[src/rtl/afc_pkg.sv]
`timescale 1ns/1ps
package afc_pkg;
  localparam int DATA_W_DEF = 32;
  localparam int DEPTH_DEF  = 16;
  localparam int MARK_W     = 4;
  localparam logic [MARK_W-1:0] MARK_RESET = 4'd7;

  localparam logic [1:0] ADDR_CTRL   = 2'd0;
  localparam logic [1:0] ADDR_DATA   = 2'd1;
  localparam logic [1:0] ADDR_STATUS = 2'd2;

  // Transmit side wants more data: level below programmed mark plus one.
  function automatic logic below_mark(input logic [7:0] lvl, input logic [7:0] mark);
    return lvl < (mark + 8'd1);
  endfunction

  // Receive side has enough data: level at or above programmed mark plus one.
  function automatic logic reached_mark(input logic [7:0] lvl, input logic [7:0] mark);
    return lvl >= (mark + 8'd1);
  endfunction
endpackage

[src/rtl/afc_fifo.sv]
`timescale 1ns/1ps
module afc_fifo #(
  parameter int W     = 32,
  parameter int DEPTH = 16,
  localparam int AW   = $clog2(DEPTH),
  localparam int CW   = AW + 1
) (
  input  logic          clk,
  input  logic          rst_n,
  input  logic          clr,
  input  logic          push,
  input  logic          pop,
  input  logic [W-1:0]  wdata,
  output logic [W-1:0]  head,
  output logic [CW-1:0] count,
  output logic          full,
  output logic          empty
);
  logic [W-1:0]  mem [DEPTH];
  logic [AW-1:0] wp, rp;
  logic          do_push, do_pop;

  assign full    = (count == CW'(DEPTH));
  assign empty   = (count == '0);
  assign do_push = push && !full && !clr;
  assign do_pop  = pop && !empty && !clr;
  assign head    = mem[rp];

  function automatic logic [AW-1:0] step(input logic [AW-1:0] p);
    return (p == AW'(DEPTH - 1)) ? '0 : p + AW'(1);
  endfunction

  always_ff @(posedge clk) begin
    if (do_push) mem[wp] <= wdata;
  end

  always_ff @(posedge clk or negedge rst_n) begin
    if (!rst_n) begin
      wp <= '0; rp <= '0; count <= '0;
    end else if (clr) begin
      wp <= '0; rp <= '0; count <= '0;
    end else begin
      if (do_push) wp <= step(wp);
      if (do_pop)  rp <= step(rp);
      count <= count + CW'(do_push) - CW'(do_pop);
    end
  end
endmodule

[src/rtl/afc_ctrl_reg.sv]
`timescale 1ns/1ps
module afc_ctrl_reg
  import afc_pkg::*;
(
  input  logic              clk,
  input  logic              rst_n,
  input  logic              wr,
  input  logic              wd_en,
  input  logic [MARK_W-1:0] wd_tx_mark,
  input  logic [MARK_W-1:0] wd_rx_mark,
  output logic              en,
  output logic [MARK_W-1:0] tx_mark,
  output logic [MARK_W-1:0] rx_mark
);
  always_ff @(posedge clk or negedge rst_n) begin
    if (!rst_n) begin
      en      <= 1'b0;
      tx_mark <= MARK_RESET;
      rx_mark <= MARK_RESET;
    end else if (wr) begin
      en      <= wd_en;
      tx_mark <= wd_tx_mark;
      rx_mark <= wd_rx_mark;
    end
  end
endmodule

[src/rtl/afc_link.sv]
`timescale 1ns/1ps
module afc_link #(
  parameter int W      = 32,
  parameter int FCNT_W = 8
) (
  input  logic              clk,
  input  logic              rst_n,
  input  logic              en,
  input  logic              strobe,
  input  logic [W-1:0]      tx_head,
  input  logic              tx_empty,
  input  logic              rx_full,
  output logic              tx_pop,
  output logic              rx_push,
  output logic              rx_drop,
  output logic [W-1:0]      sample_out,
  output logic              frame_sync,
  output logic [FCNT_W-1:0] frame_count,
  output logic              overrun
);
  logic frame_ev;

  assign frame_ev = en && strobe;
  assign tx_pop   = frame_ev && !tx_empty;
  assign rx_push  = frame_ev && !rx_full;
  assign rx_drop  = frame_ev && rx_full;

  always_ff @(posedge clk or negedge rst_n) begin
    if (!rst_n) begin
      sample_out  <= '0;
      frame_sync  <= 1'b0;
      frame_count <= '0;
      overrun     <= 1'b0;
    end else begin
      if (frame_ev) begin
        sample_out <= tx_empty ? '0 : tx_head;
        frame_sync <= ~frame_sync;
      end
      if (!en)           frame_count <= '0;
      else if (frame_ev) frame_count <= frame_count + FCNT_W'(1);
      if (!en)           overrun <= 1'b0;
      else if (rx_drop)  overrun <= 1'b1;
    end
  end
endmodule

[src/rtl/audio_fifo_ctrl.sv]
`timescale 1ns/1ps
module audio_fifo_ctrl
  import afc_pkg::*;
#(
  parameter int DATA_W = 32,
  parameter int DEPTH  = 16,
  parameter int FCNT_W = 8
) (
  input  logic              clk,
  input  logic              rst_n,
  input  logic [1:0]        bus_addr,
  input  logic              bus_wr,
  input  logic              bus_rd,
  input  logic [31:0]       bus_wdata,
  output logic [31:0]       bus_rdata,
  input  logic              frame_strobe,
  input  logic [DATA_W-1:0] sample_in,
  output logic [DATA_W-1:0] sample_out,
  output logic              frame_sync,
  output logic [FCNT_W-1:0] frame_count,
  output logic              dma_tx_req,
  output logic              dma_rx_req,
  output logic              irq
);
  localparam int CW = $clog2(DEPTH) + 1;

  logic              en;
  logic [MARK_W-1:0] tx_mark, rx_mark;
  logic              ctrl_wr, tx_push, tx_pop, rx_push, rx_pop, rx_drop, rx_flush;
  logic [DATA_W-1:0] tx_head, rx_head;
  logic [CW-1:0]     tx_cnt, rx_cnt;
  logic              tx_full, tx_empty, rx_full, rx_empty, overrun;
  logic              tx_low, rx_high;
  logic [31:0]       ctrl_word, status_word;

  assign ctrl_wr  = bus_wr && (bus_addr == ADDR_CTRL);
  assign tx_push  = bus_wr && (bus_addr == ADDR_DATA);
  assign rx_pop   = en && bus_rd && (bus_addr == ADDR_DATA);
  assign rx_flush = !en;

  afc_ctrl_reg u_ctrl (
    .clk, .rst_n, .wr(ctrl_wr),
    .wd_en(bus_wdata[0]), .wd_tx_mark(bus_wdata[11:8]), .wd_rx_mark(bus_wdata[15:12]),
    .en, .tx_mark, .rx_mark
  );

  afc_fifo #(.W(DATA_W), .DEPTH(DEPTH)) u_txq (
    .clk, .rst_n, .clr(1'b0), .push(tx_push), .pop(tx_pop),
    .wdata(bus_wdata[DATA_W-1:0]), .head(tx_head), .count(tx_cnt),
    .full(tx_full), .empty(tx_empty)
  );

  afc_fifo #(.W(DATA_W), .DEPTH(DEPTH)) u_rxq (
    .clk, .rst_n, .clr(rx_flush), .push(rx_push), .pop(rx_pop),
    .wdata(sample_in), .head(rx_head), .count(rx_cnt),
    .full(rx_full), .empty(rx_empty)
  );

  afc_link #(.W(DATA_W), .FCNT_W(FCNT_W)) u_link (
    .clk, .rst_n, .en, .strobe(frame_strobe),
    .tx_head, .tx_empty, .rx_full,
    .tx_pop, .rx_push, .rx_drop,
    .sample_out, .frame_sync, .frame_count, .overrun
  );

  assign tx_low  = below_mark(8'(tx_cnt), 8'(tx_mark));
  assign rx_high = reached_mark(8'(rx_cnt), 8'(rx_mark));

  assign dma_tx_req = en && tx_low;
  assign dma_rx_req = en && rx_high;
  assign irq        = en && (tx_low || rx_high || overrun);

  assign ctrl_word = {16'h0, rx_mark, tx_mark, 7'h0, en};

  always_comb begin
    status_word        = '0;
    status_word[7:0]   = 8'(tx_cnt);
    status_word[15:8]  = 8'(rx_cnt);
    status_word[16]    = tx_empty;
    status_word[17]    = tx_full;
    status_word[18]    = tx_low;
    status_word[19]    = rx_empty;
    status_word[20]    = rx_full;
    status_word[21]    = rx_high;
    status_word[22]    = overrun;
  end

  always_comb begin
    case (bus_addr)
      ADDR_CTRL:   bus_rdata = ctrl_word;
      ADDR_DATA:   bus_rdata = (en && !rx_empty) ? 32'(rx_head) : 32'h0;
      ADDR_STATUS: bus_rdata = status_word;
      default:     bus_rdata = 32'h0;
    endcase
  end
endmodule

[config.mk]
export PLATFORM = sky130hd
export DESIGN_NAME = audio_fifo_ctrl
export DESIGN_NICKNAME = d
export VERILOG_FILES = /design/src/rtl/afc_pkg.sv /design/src/rtl/afc_fifo.sv /design/src/rtl/afc_ctrl_reg.sv /design/src/rtl/afc_link.sv /design/src/rtl/audio_fifo_ctrl.sv
export SDC_FILE = /design/constraint.sdc
export NUM_CORES = 1
export LEC_CHECK = 0
export BUFFER_PORTS_ARGS = -buffer_cell sky130_fd_sc_hd__buf_2
export CAP_MARGIN = 20
export CORE_AREA = 2 2 230 401
export CTS_BUF_LIST = sky130_fd_sc_hd__clkbuf_2
export DETAILED_ROUTE_END_ITERATION = 10
export DIE_AREA = 0 0 232 403
export MAX_ROUTING_LAYER = met4
export PLACE_DENSITY = 0.67
export SYNTH_ARGS = -nofsm -noshare
export SYNTH_HDL_FRONTEND = slang
export SYNTH_HIERARCHICAL = 1
export SYNTH_SLANG_ARGS = --single-unit
[constraint.sdc]
create_clock -name clk -period 3.8 [get_ports clk]
set_input_delay 0.76 -clock clk [delete_from_list [all_inputs] [get_ports clk]]
set_output_delay 0.76 -clock clk [all_outputs]
set_load 0.03 [all_outputs]
==> metrics.cfg <==
[run_status]
status = finished, violations left
failed_checks = negative setup slack

[timing]
rsz0062_at_grt = true
min_period_ns = 4.58
finClkSkew_ns = 0.0980
maxSlewViolCount = 0
slew_headroom_pct = 27.0
setup_viol = 35
timing.fmax_mhz = 218
setup_ws_ns = -0.777
worstMarginPinSlew_ns = 1.10
hold_violations = 0
fin_crit_sh_pct = 120

[drt]
dr_wl_met3_um = 7170
drc = 0
ant_nets = 0
highest_layer = met4
drt-total-wl_um = 112000
wirelength_met1_um = 39400
viasPerCell = 5.80
vias = 24984
wl_met2_um = 61100
drt_iter0_drc = 2135
wl_per_cell_um = 25.9
first_pass_iters = 5

[global_routing]
grt_pass1_vias = 26618
antenna_found_initial = 5
grt_use_total_pct = 24.8
grt_max_degree = 66
grt_pass1_wl_um = 164000
gr-total-overflow = 0

[final_layout]
layout.cells.non_filler = 4307
multi_input_area_um2 = 11400
drive_gt1_share_pct = 32.9
final_area_um2 = 52500
num-fill-cells = 6813
final_util_pct = 58.0
area.sequential_um2 = 32700
areaGrowthSynthToFinish_pct = 19.7
num-nets-final = 3039

[placed_design]
dp_hpwl_um = 62400
place_inst = 3674
placed_area_um2 = 46800
preCtsSetupSlack_ns = 0.367
gp_congestion = 0.831
port_buffers = 146

[worst_setup_path]
reg2reg_depth = 16
cp.arrival_ns = 3.82
critPathSlowestCell = dfrtp_4
cp_max_fo = 8
max_stage_delay_ns = 0.54
reg2reg_slack_ns = 0.56
path_common_cell = buf_12
path_buf_inv = 5
r2r-end = u_txq/count[4]$_DFF_PN0_
cp-end-kind = primary output
critical_path.top_delay_family = buffers and inverters
cp-start-kind = flop
path_class = reg -> out
r2r_start = u_txq/count[2]$_DFF_PN0_
path_cells = buf_12 > buf_16 > buf_12 > buf_12 > mux2i_1 > a221oi_2 > o21ai_0 > nand2_1 > and2_4 > buf_6
worstPathRequired_ns = 3.04

[die]
coreArea_um2 = 90400
die_w_um = 232
die_height_um = 403
ios = 147
rows = 146
start_util_pct = 48.5
die-area_um2 = 93500

[clocking]
cts_buffer_depth = 3
cts_root_buffer = clkbuf_2
path_clk_slew_ns = 0.13
cts_tree = yes
cts_buffers = 230
insertion_delay_ns = 1.59
cts_max_level = 4
cts_sinks = 1101

[pwr]
peakVddDrop_uv = 334
leakage_nw = 17.5
p_total_mw = 24.1
powerDensity_nw_per_um2 = 460

[synthesis]
synth.cell_area_um2 = 43800
syn_area_per_cell_um2 = 18.5
synthCells = 2364
yosysWarnings = 6

[hold_path]
hold_depth = 2
min_path_type = in -> reg
hold_start = sample_in[11]
hold_end = u_rxq/mem[10][11]$_DFFE_PP_

[job]
cap_violations = 0

-- flip-flops by register name, indices dropped and copies added, names as in the netlist --
register            flops
u_ctrl/en               1
u_rxq/count             5
u_link/frame_count      8
u_rxq/mem             512
u_link/overrun          1
u_txq/rp                4
u_link/frame_sync       1
u_txq/wp                4
u_txq/mem             512
u_rxq/wp                4
u_ctrl/tx_mark          4
u_ctrl/rx_mark          4
u_link/sample_out      32
u_rxq/rp                4
u_txq/count             5
-- through the flow --
step | setup TNS (ns) | hold WS, ns
after floorplan | 0 | 0.462
after global placement | 0 | 0.462
after detailed placement | 0 | 0.464
after CTS | -28.30 | 0.00181
after global routing | -32.21 | 0.0323
final | -23.64 | 0.203
-- metal layers --
metal | vias to the layer above | global-route usage (%)
met2 | 1014 | 44.2
met1 | 12847 | 27.0
met5 | - | -
met4 | 0 | 9.81
met3 | 255 | 5.09
li1 | 10868 | -
-- power by group --
| part | switching [mW] | internal [mW] | total [mW] |
|---|---|---|---|
| clock network | 4.37 | 2.58 | 6.95 |
| registers | 0.212 | 13.5 | 13.7 |
| logic | 1.99 | 1.48 | 3.47 |
| total | 6.58 | 17.6 | 24.1 |
-- how the worst max path moves through the flow --
| stage | startpoint | endpoint | cells after the start |
|---|---|---|---|
| floorplan | frame_strobe | u_rxq/mem[8][0]$_DFFE_PP_ | 8 |
| global placement | u_rxq/rp[0]$_DFFE_PN0P_ | bus_rdata[11] | 7 |
| detailed placement | u_rxq/rp[0]$_DFFE_PN0P_ | bus_rdata[11] | 7 |
| CTS | u_rxq/rp[0]$_DFFE_PN0P_ | bus_rdata[0] | 10 |
| global route | u_rxq/rp[0]$_DFFE_PN0P_ | bus_rdata[24] | 10 |
| finish | u_rxq/rp[0]$_DFFE_PN0P_ | bus_rdata[24] | 10 |
-- timing repair --
action | CTS | global route
cloned | 12 | 3
setup buffers | 48 | 9
gates resized for setup | 263 | 64
pin swaps | 70 | 52
hold endpoints to repair | 1168 | 0
hold buffers | 146 | 0
setup endpoints to repair | 35 | 35
-- cells in the final DEF, fill, tap and decap left out, types with 50 or more instances in the layout --
master            n
a221oi_1         64
a221oi_2         58
buf_12           50
buf_2           111
buf_4            88
clkbuf_2        350
dfrtp_1          66
dlygate4sd3_1   145
edfxtp_1       1024
mux2i_1         252
mux4_2          126
nand2_1         118
o21ai_0          83
-- area by class of cell --
class / instances / area share, %
Clock inverter: 64 / 0.603
Tap cell: 1184 / 2.82
Multi-Input combinational cell: 1102 / 21.7
Clock buffer: 350 / 3.34
Sequential cell: 1101 / 62.3
Antenna cell: 9 / 0.0429
Inverter: 35 / 0.262
Timing Repair Buffer: 462 / 8.89
Power figures use the tool's default switching activity.
